$ cat config.mk
export PLATFORM = sky130hd
export DESIGN_NAME = clk_two_thirds_div
export DESIGN_NICKNAME = d
export VERILOG_FILES = /design/src/rtl/clk23_pkg.sv /design/src/rtl/clk23_div3.sv /design/src/rtl/clk23_halfstep.sv /design/src/rtl/clk23_merge.sv /design/src/rtl/clk_two_thirds_div.sv
export SDC_FILE = /design/constraint.sdc
export NUM_CORES = 1
export LEC_CHECK = 0
export ABC_AREA = 0
export BUFFER_PORTS_ARGS = -buffer_cell sky130_fd_sc_hd__buf_2
export CAP_MARGIN = 10
export CORE_AREA = 2 2 39 41
export CTS_BUF_LIST = sky130_fd_sc_hd__clkbuf_4
export CTS_CLUSTER_DIAMETER = 40
export DETAILED_ROUTE_END_ITERATION = 8
export DIE_AREA = 0 0 41 43
export PLACE_DENSITY = 0.37
export SYNTH_ARGS = -nofsm -noshare
export SYNTH_HDL_FRONTEND = slang
export SYNTH_SLANG_ARGS = --single-unit
$ cat constraint.sdc
create_clock -name clk_in -period 0.9 [get_ports clk_in]
set_input_delay 0.045 -clock clk_in [delete_from_list [all_inputs] [get_ports clk_in]]
set_output_delay 0.045 -clock clk_in [all_outputs]
set_load 0.005 [all_outputs]
$ cat src/rtl/clk23_pkg.sv
`timescale 1ns/1ps
// Package: shared encoding for the two-thirds divider.
// Assumes: the counter is 2 bits wide; code 2'b11 is never entered on purpose.
package clk23_pkg;
    localparam int unsigned PHASE_W = 2;

    typedef enum logic [PHASE_W-1:0] {
        PH_IDLE = 2'b00,
        PH_MID  = 2'b01,
        PH_LAST = 2'b10,
        PH_BAD  = 2'b11
    } div_phase_t;
endpackage

$ cat src/rtl/clk23_div3.sv
`timescale 1ns/1ps
// Module: clk23_div3
// Rising-edge divide-by-three counter. It emits a registered pulse that is
// one input period wide in every third period.
// Assumes: rst_n is synchronous, active low, and stable around rising edges.
module clk23_div3
    import clk23_pkg::*;
(
    input  logic clk_in,
    input  logic rst_n,
    output logic early_pulse
);
    div_phase_t phase_q;

    // Advance the counter; the unused code falls back to idle.
    always_ff @(posedge clk_in) begin
        if (!rst_n) begin
            phase_q <= PH_IDLE;
        end else begin
            case (phase_q)
                PH_IDLE: phase_q <= PH_MID;
                PH_MID:  phase_q <= PH_LAST;
                default: phase_q <= PH_IDLE;
            endcase
        end
    end

    // Register the decoded last phase so the pulse is glitch free.
    always_ff @(posedge clk_in) begin
        if (!rst_n) early_pulse <= 1'b0;
        else        early_pulse <= (phase_q == PH_LAST);
    end

    // the counter steps from idle to the middle phase.
    assert_step_idle_R7: assert property (@(posedge clk_in) disable iff (!rst_n)
        (phase_q == PH_IDLE) |=> (phase_q == PH_MID));

    // the last phase and the unused code both go back to idle.
    assert_wrap_R7: assert property (@(posedge clk_in) disable iff (!rst_n)
        (phase_q == PH_LAST || phase_q == PH_BAD) |=> (phase_q == PH_IDLE));

    // the early pulse is never wider than one period.
    assert_single_period_R4: assert property (@(posedge clk_in) disable iff (!rst_n)
        early_pulse |=> !early_pulse);
endmodule

$ cat src/rtl/clk23_halfstep.sv
`timescale 1ns/1ps
// Module: clk23_halfstep
// Delays the early pulse by one and a half input periods. A rising-edge
// stage is followed by a falling-edge stage.
// Assumes: the input clock has both edges; rst_n is stable at both of them.
module clk23_halfstep (
    input  logic clk_in,
    input  logic rst_n,
    input  logic early_pulse,
    output logic late_pulse
);
    logic stage_q;

    // Full-period stage on the rising edge.
    always_ff @(posedge clk_in) begin
        if (!rst_n) stage_q <= 1'b0;
        else        stage_q <= early_pulse;
    end

    // Half-period stage on the falling edge.
    always_ff @(negedge clk_in) begin
        if (!rst_n) late_pulse <= 1'b0;
        else        late_pulse <= stage_q;
    end
endmodule

$ cat src/rtl/clk23_merge.sv
`timescale 1ns/1ps
// Module: clk23_merge
// Joins the two pulse trains into the true output (OR) and the
// complement output (NOR).
// Assumes: the trains never overlap, so each output pulse maps to one source.
module clk23_merge (
    input  logic early_pulse,
    input  logic late_pulse,
    output logic merged,
    output logic merged_n
);
    // Combine the trains; the complement is formed as a NOR.
    always_comb begin
        merged   = early_pulse | late_pulse;
        merged_n = ~(early_pulse | late_pulse);
    end
endmodule

$ cat src/rtl/clk_two_thirds_div.sv
`timescale 1ns/1ps
// Module: clk_two_thirds_div
// Top level of the two-thirds divider. Three input periods give two output
// pulses: an early train from the counter and a late train from the
// 1.5-period delay, merged at the output.
// Assumes: even output spacing needs a symmetric input; the ratio itself
// does not depend on the input duty cycle.
module clk_two_thirds_div (
    input  logic clk_in,
    input  logic rst_n,
    output logic clk_out,
    output logic clk_out_n
);
    logic early_pulse;
    logic late_pulse;

    clk23_div3 u_div3 (
        .clk_in      (clk_in),
        .rst_n       (rst_n),
        .early_pulse (early_pulse)
    );

    clk23_halfstep u_halfstep (
        .clk_in      (clk_in),
        .rst_n       (rst_n),
        .early_pulse (early_pulse),
        .late_pulse  (late_pulse)
    );

    clk23_merge u_merge (
        .early_pulse (early_pulse),
        .late_pulse  (late_pulse),
        .merged      (clk_out),
        .merged_n    (clk_out_n)
    );

    // a reset seen at a rising edge clears the early train.
    assert_reset_clear_R1: assert property (@(posedge clk_in)
        !rst_n |=> !early_pulse);

    // at a rising edge the late train is low whenever the early train is high.
    assert_no_overlap_R5: assert property (@(posedge clk_in) disable iff (!rst_n)
        early_pulse |-> !late_pulse);

    // a late pulse only starts while the early train is low.
    assert_late_start_R5: assert property (@(negedge clk_in) disable iff (!rst_n)
        $rose(late_pulse) |-> !early_pulse);
endmodule

==> key figures <==
Final layout
  • Share of cells above drive strength 1: 45.0%
  • Final-layout fill cell count: 153
  • Layout Area Growth over Synthesis: 41.6%
  • Nets: 23
  • Multi-input logic area: 55.1 um^2
  • Post-route insts no fill: 36
  • Total area of sequential cells: 101 um^2
  • Antenna diodes: 0

Flow run
  • Max-cap viol count: 0

STA
  • Setup ws final: -0.497 ns
  • Hold Fails Final Rpt: 0
  • Final Max Slew Viols: 0
  • RSZ-0062 raised after global routing: yes
  • Worst slew pin tran: 0.122 ns
  • Setup violators final: 3
  • Worst slew margin: 91.8%
  • Setup Skew: 0.0539 ns

GRT
  • Largest net degree at the start of global routing: 6
  • Vias in the first global route: 106
  • Initial antenna violation count: 0
  • First-pass GRT wire length: 407 um
  • Total global routing track utilization: 4.33%
  • Grt ovf: 0

Routing
  • Vias per cell: 3.14
  • WL/cell: 6.56 um
  • Final wirelength: 236 um
  • Vias: 113
  • Remaining antenna violation count: 0
  • DR DRC count: 0
  • DRT Pass-1 Iters: 4
  • First DRT Iteration DRCs: 2

Clocking
  • Clock Sinks: 5
  • Number of H-tree levels: 1
  • Clock slew at reported path FFs: 0.05 ns
  • Clock Tree Root: clkbuf_4
  • Worst-case clock buffer depth: 2
  • CTS Buf Count: 3
  • Post-CTS setup buffers: 0
  • Post-CTS Hold Buffers: 0
  • CTS tree: done
  • Post-cts gate resize count: 0
  • Clk Latency, worst-skew pair: 0.29 ns

Power and ir drop
  • Int Pwr: 408 uW
  • Clock power frac: 49.9%
  • Flop pwr share: 46.2%
  • Switch Pwr: 111 uW
  • Leakage power: 0.000108 uW
  • Logic gate share of total power: 3.9%
  • Switching part of the total: 21.4%
  • Maximum VDD drop: 0.598 mV
  • Power Density: 2340 nW/um^2

Critical path
  • CP cell instances: or2_1, buf_2
  • Setup CP Type: reg2out
  • Crit-path slowest cell: dfxtp_1
  • Worst Setup Start Kind: flop
  • Crit Path Max Fanout: 2
  • Crit path buffers/inverters: 1
  • Kind of cell adding the most delay to the critical path: flip-flops
  • Slowest cell delay on critical path: 0.29 ns
  • WP data arrival: 1.35 ns
  • CP required: 0.85 ns
  • CP Capture Type: primary output

Synth
  • Yosys warns: 0
  • Mapped Nets: 15
  • Seq cells post-synth: 5
  • Register area share after synthesis: 64.0%
  • Library cells used by synthesis: 7
  • Synth Instances: 13
  • Cell area after synthesis: 156 um^2
  • Mean Syn Cell Area: 12.0 um^2

Placed design
  • Placed insts: 32
  • Pre-CTS setup slack: -0.197 ns
  • Global placer's final weighted congestion: 0.487
  • Port bufs: 3

Die
  • Chip width: 41 um
  • Chip height: 43 um
  • Total die area: 1760 um^2
  • Row count: 14
  • Core region area: 1380 um^2
  • Starting Density: 11.3%
  • Top Ports: 4

Run status
  • Failing checks: negative setup slack
  • Outcome: finished, violations left

Min path
  • HP Class: in2reg
## state kept, by name, indices dropped and copies added (netlist names)
register / count
u_halfstep.late_pulse: 1
u_div3.phase_q: 2
u_div3.early_pulse: 1
u_halfstep.stage_q: 1
## final timing paths
check / startpoint / slack, ns / cells after the start / endpoint
max: u_halfstep.late_pulse$_SDFF_NN0_ / -0.50 / 2 / clk_out
min: rst_n / 0.06 / 2 / u_halfstep.stage_q$_SDFF_PN0_
max reg2reg: u_halfstep.stage_q$_SDFF_PN0_ / -0.02 / 1 / u_halfstep.late_pulse$_SDFF_NN0_
min reg2reg: u_div3.phase_q[1]$_SDFF_PN0_ / 0.45 / 1 / u_div3.phase_q[0]$_SDFF_PN0_
## cells by family (layout without fill, tap and decap cells)
logic type / after synthesis / in the layout / share of synthesized area (%)
buffers and inverters: 1 / 8 / 2.40
flip-flops: 5 / 5 / 64.0
AND/OR/NAND/NOR: 7 / 7 / 33.6
## per-stage QoR
step                hold WS [ns]  total power (uW)  cell area, um^2  setup TNS [ns]  utilization [%]
global route              0.0700               572              221           -1.03             16.0
finish                    0.0630               519              221          -0.904             16.0
global placement           0.295               275              191          -0.311             13.8
detailed placement         0.307               277              191          -0.331             13.8
floorplan                  0.167               267              156          -0.133                -
CTS                       0.0526               535              218          -0.923             15.7
## Yosys cell counts
| cell type | count | area share [%] |
|---|---|---|
| dfxtp_1 | 5 | 64 |
| and2_1 | 2 | 8.0 |
| and3b_1 | 2 | 11 |
| inv_1 | 1 | 2.4 |
| nor2_1 | 1 | 2.4 |
| nor3b_2 | 1 | 8.0 |
| or2_1 | 1 | 4.0 |
## cell usage in the layout (no fill, tap or decap)
cell	count
dfxtp_1	4
clkbuf_4	3
buf_2	3
and3b_1	2
inv_1	2
and2_4	1
nor2_1	1
and2_1	1
nor3b_2	1
or2_1	1
dfxtp_2	1
## cell type report
cell class / instances / area share (%)
clock buffers: 3 / 10.2
clock inverters: 2 / 3.39
multi-input cells: 7 / 24.9
flip-flops and latches: 5 / 45.8
well taps: 16 / 9.04
repair buffers: 3 / 6.78
## layer usage
metal / global-route usage [%] / up-vias / wire [um]
li1: - / 57 / -
met1: 3.88 / 48 / 105
met2: 4.06 / 8 / 77
met3: 9.42 / 0 / 53
met4: 0 / 0 / 0
met5: 0 / - / 0
## power by group through the flow
stage	Combinational, uW	Sequential, uW	Clock (uW)
CTS	20.2	239	276
detailed placement	20.0	243	13.9
global placement	18.8	242	13.9
global route	23.0	240	309
floorplan	11.5	242	13.9
finish	20.2	240	259
(Power assumes the default switching activity.)
